===== src/rtl/sdram_colgen_pkg.sv =====
package sdram_colgen_pkg;

    // Length codes in mode bits [2:0]
    localparam logic [2:0] LCODE_1    = 3'b000;
    localparam logic [2:0] LCODE_2    = 3'b001;
    localparam logic [2:0] LCODE_4    = 3'b010;
    localparam logic [2:0] LCODE_8    = 3'b011;
    localparam logic [2:0] LCODE_PAGE = 3'b111;

    // Bit position of the ordering select in the mode word
    localparam int ORDER_BIT = 3;

    typedef enum logic {
        ORD_SEQ   = 1'b0,
        ORD_INTLV = 1'b1
    } order_e;

endpackage


===== src/rtl/sdram_colgen_mode_dec.sv =====
module sdram_colgen_mode_dec
    import sdram_colgen_pkg::*;
#(
    parameter int COL_W = 8,
    parameter int LOG_W = 4
) (
    input  logic [3:0]       mode_i,
    output logic [LOG_W-1:0] len_log_o,
    output logic             full_o,
    output order_e           order_o,
    output logic             err_o
);

    logic [2:0] code;
    order_e     req_order;

    always_comb begin
        code      = mode_i[2:0];
        req_order = order_e'(mode_i[ORDER_BIT]);
        len_log_o = '0;
        full_o    = 1'b0;
        order_o   = req_order;
        err_o     = 1'b0;
        unique case (code)
            LCODE_1: len_log_o = LOG_W'(0);
            LCODE_2: len_log_o = LOG_W'(1);
            LCODE_4: len_log_o = LOG_W'(2);
            LCODE_8: len_log_o = LOG_W'(3);
            LCODE_PAGE: begin
                if (req_order == ORD_SEQ) begin
                    len_log_o = LOG_W'(COL_W);
                    full_o    = 1'b1;
                end else begin
                    // full page is sequential only; degrade to one beat
                    err_o   = 1'b1;
                    order_o = ORD_SEQ;
                end
            end
            default: begin
                err_o   = 1'b1;
                order_o = ORD_SEQ;
            end
        endcase
    end

endmodule


===== src/rtl/sdram_colgen_addr.sv =====
module sdram_colgen_addr
    import sdram_colgen_pkg::*;
#(
    parameter int COL_W = 8,
    parameter int LOG_W = 4
) (
    input  logic [COL_W-1:0] base_i,
    input  logic [COL_W-1:0] beat_i,
    input  logic [LOG_W-1:0] len_log_i,
    input  order_e           order_i,
    output logic [COL_W-1:0] blk_mask_o,
    output logic [COL_W-1:0] col_o
);

    // Bits below log2(length) move inside the block; the rest stay put
    for (genvar i = 0; i < COL_W; i++) begin : g_mask
        assign blk_mask_o[i] = (LOG_W'(i) < len_log_i);
    end

    logic [COL_W-1:0] sum;
    logic [COL_W-1:0] seq_col;
    logic [COL_W-1:0] int_col;

    always_comb begin
        sum     = base_i + beat_i;
        seq_col = (base_i & ~blk_mask_o) | (sum & blk_mask_o);
        int_col = base_i ^ (beat_i & blk_mask_o);
        col_o   = (order_i == ORD_INTLV) ? int_col : seq_col;
    end

endmodule


===== src/rtl/sdram_burst_colgen.sv =====
module sdram_burst_colgen
    import sdram_colgen_pkg::*;
#(
    parameter int COL_W = 8
) (
    input  logic             clk,
    input  logic             rst_n,
    input  logic [3:0]       mode_i,
    input  logic             start_i,
    input  logic [COL_W-1:0] start_col_i,
    input  logic             term_i,
    output logic [COL_W-1:0] col_o,
    output logic             busy_o,
    output logic             last_o,
    output logic             mode_err_o
);

    localparam int LOG_W = $clog2(COL_W + 1);

    typedef struct packed {
        logic             busy;
        logic [COL_W-1:0] base;
        logic [COL_W-1:0] beat;
        logic [LOG_W-1:0] len_log;
        logic             full;
        order_e           order;
        logic             err;
    } state_t;

    state_t st_d, st_q;

    logic [LOG_W-1:0] dec_len_log;
    logic             dec_full;
    order_e           dec_order;
    logic             dec_err;

    sdram_colgen_mode_dec #(.COL_W(COL_W), .LOG_W(LOG_W)) mode_dec_i (
        .mode_i    (mode_i),
        .len_log_o (dec_len_log),
        .full_o    (dec_full),
        .order_o   (dec_order),
        .err_o     (dec_err)
    );

    logic [COL_W-1:0] blk_mask;
    logic [COL_W-1:0] raw_col;

    sdram_colgen_addr #(.COL_W(COL_W), .LOG_W(LOG_W)) addr_i (
        .base_i     (st_q.base),
        .beat_i     (st_q.beat),
        .len_log_i  (st_q.len_log),
        .order_i    (st_q.order),
        .blk_mask_o (blk_mask),
        .col_o      (raw_col)
    );

    logic at_last;

    always_comb begin
        // Final beat of a fixed burst: beat index equals length minus one
        at_last = st_q.busy && !st_q.full && (st_q.beat == blk_mask);
        st_d    = st_q;
        if (start_i) begin
            st_d.busy    = 1'b1;
            st_d.base    = start_col_i;
            st_d.beat    = '0;
            st_d.len_log = dec_len_log;
            st_d.full    = dec_full;
            st_d.order   = dec_order;
            st_d.err     = dec_err;
        end else if (st_q.busy) begin
            if (term_i || at_last) begin
                st_d.busy = 1'b0;
                st_d.beat = '0;
            end else begin
                st_d.beat = st_q.beat + COL_W'(1);
            end
        end
    end

    always_ff @(posedge clk or negedge rst_n) begin
        if (!rst_n) begin
            st_q <= '0;
        end else begin
            st_q <= st_d;
        end
    end

    assign col_o      = st_q.busy ? raw_col : '0;
    assign busy_o     = st_q.busy;
    assign last_o     = at_last;
    assign mode_err_o = st_q.err;

    AST_FIRST_BEAT: assert property (@(posedge clk) disable iff (!rst_n)
        start_i |=> (busy_o && col_o == $past(start_col_i)));

    AST_TERM_STOPS: assert property (@(posedge clk) disable iff (!rst_n)
        (term_i && !start_i) |=> !busy_o);

    AST_LAST_WHILE_BUSY: assert property (@(posedge clk) disable iff (!rst_n)
        last_o |-> (busy_o && !st_q.full));

    AST_ERR_ONE_BEAT: assert property (@(posedge clk) disable iff (!rst_n)
        (busy_o && mode_err_o) |-> (last_o && col_o == st_q.base));

    AST_BLOCK_FIXED: assert property (@(posedge clk) disable iff (!rst_n)
        (busy_o && $past(busy_o) && !$past(start_i))
            |-> ((col_o & ~blk_mask) == ($past(col_o) & ~blk_mask)));

    AST_IDLE_ZERO: assert property (@(posedge clk) disable iff (!rst_n)
        !busy_o |-> (col_o == '0 && !last_o));

endmodule


===== config.mk =====
export PLATFORM = sky130hd
export DESIGN_NAME = sdram_burst_colgen
export DESIGN_NICKNAME = d
export VERILOG_FILES = /design/src/rtl/sdram_colgen_pkg.sv /design/src/rtl/sdram_colgen_mode_dec.sv /design/src/rtl/sdram_colgen_addr.sv /design/src/rtl/sdram_burst_colgen.sv
export SDC_FILE = /design/constraint.sdc
export NUM_CORES = 1
export LEC_CHECK = 0
export BUFFER_PORTS_ARGS = -buffer_cell sky130_fd_sc_hd__buf_2
export CAP_MARGIN = 20
export CORE_ASPECT_RATIO = 0.6
export CORE_MARGIN = 3
export CORE_UTILIZATION = 60
export DETAILED_ROUTE_END_ITERATION = 10
export PLACE_DENSITY_LB_ADDON = 0.25
export SYNTH_ARGS = -nofsm -noshare
export SYNTH_HDL_FRONTEND = slang
export SYNTH_SLANG_ARGS = --single-unit

===== constraint.sdc =====
create_clock -name clk -period 5.9 [get_ports clk]
set_input_delay 0.885 -clock clk [delete_from_list [all_inputs] [get_ports clk]]
set_output_delay 0.885 -clock clk [all_outputs]
set_load 0.01 [all_outputs]

Word level (Yosys, flattened, before mapping)
Cells that the tools add are included.
- bits in registers: 24
- bits in latches: 0
- RAM bits: 0
- bits in read-only memories: 0
- output and inout port bits: 11
- word-level logic and storage cells: 50
- memories kept: 0
- $add $sub $neg: 2
- multipliers: 0
- div/mod/pow operators: 0
- $lt $le $gt $ge: 8
- equal/unequal tests: 5
- shift operators: 0
- multiplexer cells: 15
- bitwise gates (word level): 6
- reductions and logical operators: 7
- operators with widths (kind ; number):
    two-way mux 8 bit ; 5
    AND 8 bit ; 3
    < comparator 3 x 4 -> 1 bit, first input constant ; 4
    one-hot mux 4 bit (4 select lines) ; 1
    adder 8 x 1 -> 8 bit, second input constant ; 1
    adder 8 bit ; 1
    == test 8 bit ; 1
    < comparator 1 x 4 -> 1 bit, first input constant ; 2
    < comparator 2 x 4 -> 1 bit, first input constant ; 2
    inverter 8 bit ; 1
    OR 8 bit ; 1
    XOR 8 bit ; 1
    two-way mux 1 bit ; 7
    == test 3 x 2 -> 1 bit, second input constant ; 2
    two-way mux 4 bit ; 1
    OR reduction 4 bit ; 1
    == test 3 x 1 -> 1 bit, second input constant ; 1
    == test 3 bit, second input constant ; 1
    zero test 3 bit ; 1
    logical AND 1 bit ; 2
    one-hot mux 1 bit (2 select lines) ; 1
    nonzero test 2 bit ; 1
    zero test 1 bit ; 1
    logical OR 1 bit ; 1

Depth between registers and ports, before layout
- depth in word-level cells: 7
- mapped depth: 8
- depth with buffers taken out: 8

Cells and area by module
A second synthesis with hierarchy kept.
- cell total of the unflattened synthesis: 199
- area, all modules: 1831.8 um2
- modules (own cells, without submodules) (module ; times used ; cells an instance ; area an instance (um2)):
    sdram_burst_colgen ; 1 ; 107 ; 1198.6
    sdram_colgen_addr ; 1 ; 83 ; 571.8
    sdram_colgen_mode_dec ; 1 ; 9 ; 61.3

Least setup slack after synthesis
No wires, ideal clock.
- path kind: flip-flop to output port
- start point: register st_q[7] in the netlist's numbering
- end point: output port col_o[4]
- arrival time: 1.991 ns
- data required time: 5.015 ns
- path slack: 3.024 ns
- stages on the path, launching flop included: 8
- path buffers: 0
- cells stage by stage: dfrtp_1 -> ha_1 -> fa_1 -> a21o_1 -> a21oi_1 -> xnor2_1 -> nand2_1 -> a221oi_1
- cells in the longest elaborated chain, start to end: 5
- RTL lines (item ; line ; source):
    from (decl) ; sdram_burst_colgen.sv:30 ; state_t st_d, st_q;
    from (signal assigned) ; sdram_burst_colgen.sv:85 ; st_q <= st_d;
    adder 8 bit ; sdram_colgen_addr.sv:25 ; sum = base_i + beat_i;
    AND 8 bit ; sdram_colgen_addr.sv:26 ; seq_col = (base_i & ~blk_mask_o) | (sum & blk_mask_o);
    OR 8 bit ; sdram_colgen_addr.sv:26 ;
    two-way mux 8 bit ; sdram_colgen_addr.sv:28 ; col_o = (order_i == ORD_INTLV) ? int_col : seq_col;
    two-way mux 8 bit ; sdram_burst_colgen.sv:89 ; assign col_o = st_q.busy ? raw_col : '0;
    to (decl) ; sdram_burst_colgen.sv:12 ; output logic [COL_W-1:0] col_o,
No other way between the ends.

Worst setup path after layout
Ends and elaborated chain as after synthesis.

==> results.md <==
* GRT Resource Usage Total at 0.254
* Worst EP arrival at between 2 and 3 ns
* Slew HR at 0.458
* Syn Std Cell Area at roughly 1700 um2
* Pwr dens at between 200 and 250 nW/um2
* Core Area at between 2000 and 3000 um2
* First-pass DRT Iterations at 4
* Total number of vias at roughly 1.5k
* Number of nets with antenna violations after routing at 0
* # port buffers at 26
* Crit-path max FO at 5
* WP buf/inv at 1
* Post-Route WL at 4090 um
* Initial antenna violation count at 0
* HP Class: reg -> reg
* Leakage power at roughly 0.00093 uW
* DR DRC count at 0
* Number of buffers created by CTS at 3
* Critical Path Start Type: flip-flop
* Global-route wire length before repair at about 6600 um
* Area of the multi-input gates at roughly 1100 um2
* H-tree depth at 1
* Largest family of logic cells by synthesized area: compound AO/OA/AOI/OAI gates
* Final Skew at between 0.002 and 0.0025 ns
* Layout cells sized above 1 at 0.239
* Later-pin clock latency in the skew report at 0.26 ns
* Clk sink count at 22
* Io pins at 27
* Adder-Cell Fraction of Synth Area at 0.131
* Final non-filler cell total at between 200 and 250
* Chip Width at 74.4 um
* Max frequency at 0.295 GHz
* Post-synthesis mux area share at 0.0779
* RSZ-0062 raised after global routing: no
* Initial Util at 0.651
* Ant. Diodes at 0
* Kind of critical path: reg -> out
* Yosys warning count at 0
* Clock root cell: clkbuf_8
* Max-Cap Viols at 0
* Cells after Synth at around 180
* Slowest stage delay, CP at ~0.47 ns
* PnR worst setup slack at ~2.5 ns
* Family with the most delay on the worst path: compound AO/OA/AOI/OAI gates
* Crit share post-route at 0.575
* Fillers at between 150 and 200
* Final Net Count at ~240
* # rows at 14
* Peak supply drop at roughly 0.13 mV
* Sequential share of the synthesized area at 0.326
* Vias in the first global route at 1413
* FFs w/ async S/R, synth at 1.00
* Clk pin slew, worst setup/hold paths at around 0.080 ns
* Initial DRC Count at roughly 130
* Outcome: complete, no violations
* CTS tree: built
* Mean Syn Cell Area at approximately 9.6 um2
* Via density per instance at roughly 6.5
* Xor/xnor share of the synthesized area at 0.0571
* Critical-path cell list: ha_1 -> fa_1 -> a21o_1 -> a21oi_1 -> xnor2_1 -> nand2_1 -> a221oi_1 -> buf_2
* Primary FF master, synth: dfrtp_1
* Worst slack, placed at between 2 and 3 ns
* Max Slew Vio Count at 0
* Min cycle time layout at roughly 3.4 ns
* Complex-gate fraction of the synthesized area at 0.196
* Max Root-Sink Buffers at 2
* DIE AREA at about 3500 um2
* Simple-Gate Fraction of Synth Area at 0.178
* Die Y at 47.1 um
* Post-CTS Setup Bufs at 0
* Crit. End Element: output pin
* Storage element area at roughly 550 um2
* Worst-Margin Slew at around 0.81 ns
* Number of synthesized flops with an enable pin at 0
* Setup Viol. Count Final at 0
* Worst path required time at 5.02 ns
* Dpl hpwl at slightly above 3000 um
* Netlist cell types at 48
* Setup TNS at 0 ns
* #FFs+latches synth at 22
* Placed cells at around 230
* Fin. Hold Viols at 0
* Largest net degree at the start of global routing at 23
* Net Count, Synth at 209
* RD Place Congestion at approximately 0.94
* CTS resizes at 0
* Hold buffers post-CTS at 0
* Routed len/inst at ~18 um
* CP max-delay cell: dfrtp_1
* Grt total ovfl at 0
* Area Overhead vs Synth at 12.7%
tightest hold or removal path, stage by stage (launching register included):
cell	delay, ns
dfrtp_1	0.38
inv_1	0.05
o22ai_1	0.08
stage by stage:
step | cell area (um2) | power [uW] | hold WS [ns] | util
2_1_floorplan | 1690 | 249 | 0.513 | -
4_1_cts | 1900 | 424 | 0.551 | 0.733
3_3_place_gp | 1830 | 279 | 0.521 | 0.706
6_report | 1900 | 422 | 0.544 | 0.733
3_5_place_dp | 1830 | 284 | 0.540 | 0.706
5_1_grt | 1900 | 445 | 0.584 | 0.733
layout by cell type, fill, tap and decap left out, drive strengths merged, types with 3 or more instances in the layout:
| master | synthesis | final |
|---|---|---|
| a211oi | 4 | 4 |
| a21o | 5 | 5 |
| a21oi | 7 | 7 |
| a22o | 3 | 3 |
| a31oi | 3 | 3 |
| and3 | 3 | 3 |
| buf | 3 | 26 |
| clkbuf | 2 | 3 |
| dfrtp | 22 | 22 |
| ha | 16 | 16 |
| inv | 8 | 8 |
| mux2 | 9 | 9 |
| mux2i | 3 | 3 |
| nand2 | 18 | 18 |
| nand3 | 9 | 9 |
| nand3b | 3 | 3 |
| nor2 | 8 | 8 |
| nor3 | 3 | 3 |
| o21ai | 8 | 8 |
| xnor2 | 6 | 6 |
| xor2 | 5 | 5 |
final timing paths:
| kind | cells after the start | slack, ns | endpoint | from |
|---|---|---|---|---|
| max in group asynchronous | 1 | 5.00 | st_q[13] | rst_n |
| max | 8 | 2.51 | col_o[4] | st_q[7] |
| max reg2reg | 8 | 3.18 | st_q[10] | st_q[2] |
| min reg2reg | 2 | 0.54 | mode_err_o | mode_err_o |
| min in group asynchronous | 1 | 0.57 | st_q[16] | rst_n |
| min | 2 | 0.54 | mode_err_o | mode_err_o |
sequential cells by signal, indices dropped and copies added (netlist names):
signal / count
st_q: 20
busy_o: 1
mode_err_o: 1
metal layers:
metal  wire length (um)  part of all wire  up-vias  GRT usage
li1                   -                 -      710          -
met1               1840              0.45      732      0.351
met2               1880              0.46       59      0.428
met3                355             0.087        2     0.0491
met4                 19            0.0047        0     0.0461
met5                  0                 0        -          0
logic make-up (layout without fill, tap and decap cells):
| group | Yosys count | in the layout |
|---|---|---|
| simple gates | 57 | 57 |
| fa+ha+maj | 17 | 17 |
| xor+xnor | 11 | 11 |
| mux | 12 | 12 |
| buf+inv | 13 | 38 |
| flops | 22 | 22 |
| compound gates | 44 | 44 |
where the power goes:
group / switching [uW] / total [uW] / leakage (uW) / internal (uW)
sequential: 16.2 / 177 / 0.000281 / 161
combinational: 57.4 / 106 / 0.000613 / 48.6
clock: 48.9 / 139 / 0.0000357 / 90.6
total: 122 / 422 / 0.000929 / 300
final cells by class:
cell class	count	share of cell area
inverters	8	0.0158
flip-flops and latches	22	0.290
clock inverters	1	0.0158
clock buffers	3	0.0217
repair buffers	26	0.0685
well taps	32	0.0211
multi-input cells	141	0.567
cell usage after synthesis, types with 3 or more instances:
master | n | area, um2
a211oi_1 | 4 | 30.0
xor2_1 | 5 | 43.8
ha_1 | 16 | 200
nor2_1 | 8 | 30.0
nand3b_1 | 3 | 22.5
nand3_1 | 8 | 40.0
mux2_2 | 9 | 101
mux2i_1 | 3 | 30.0
o21ai_0 | 8 | 40.0
inv_1 | 8 | 30.0
dfrtp_1 | 22 | 551
a31oi_1 | 3 | 18.8
nand2_1 | 18 | 67.6
a21oi_1 | 7 | 35.0
and3_1 | 3 | 18.8
xnor2_1 | 6 | 52.6
a21o_1 | 5 | 37.5
a22o_1 | 3 | 26.3
(Power assumes the default switching activity.)
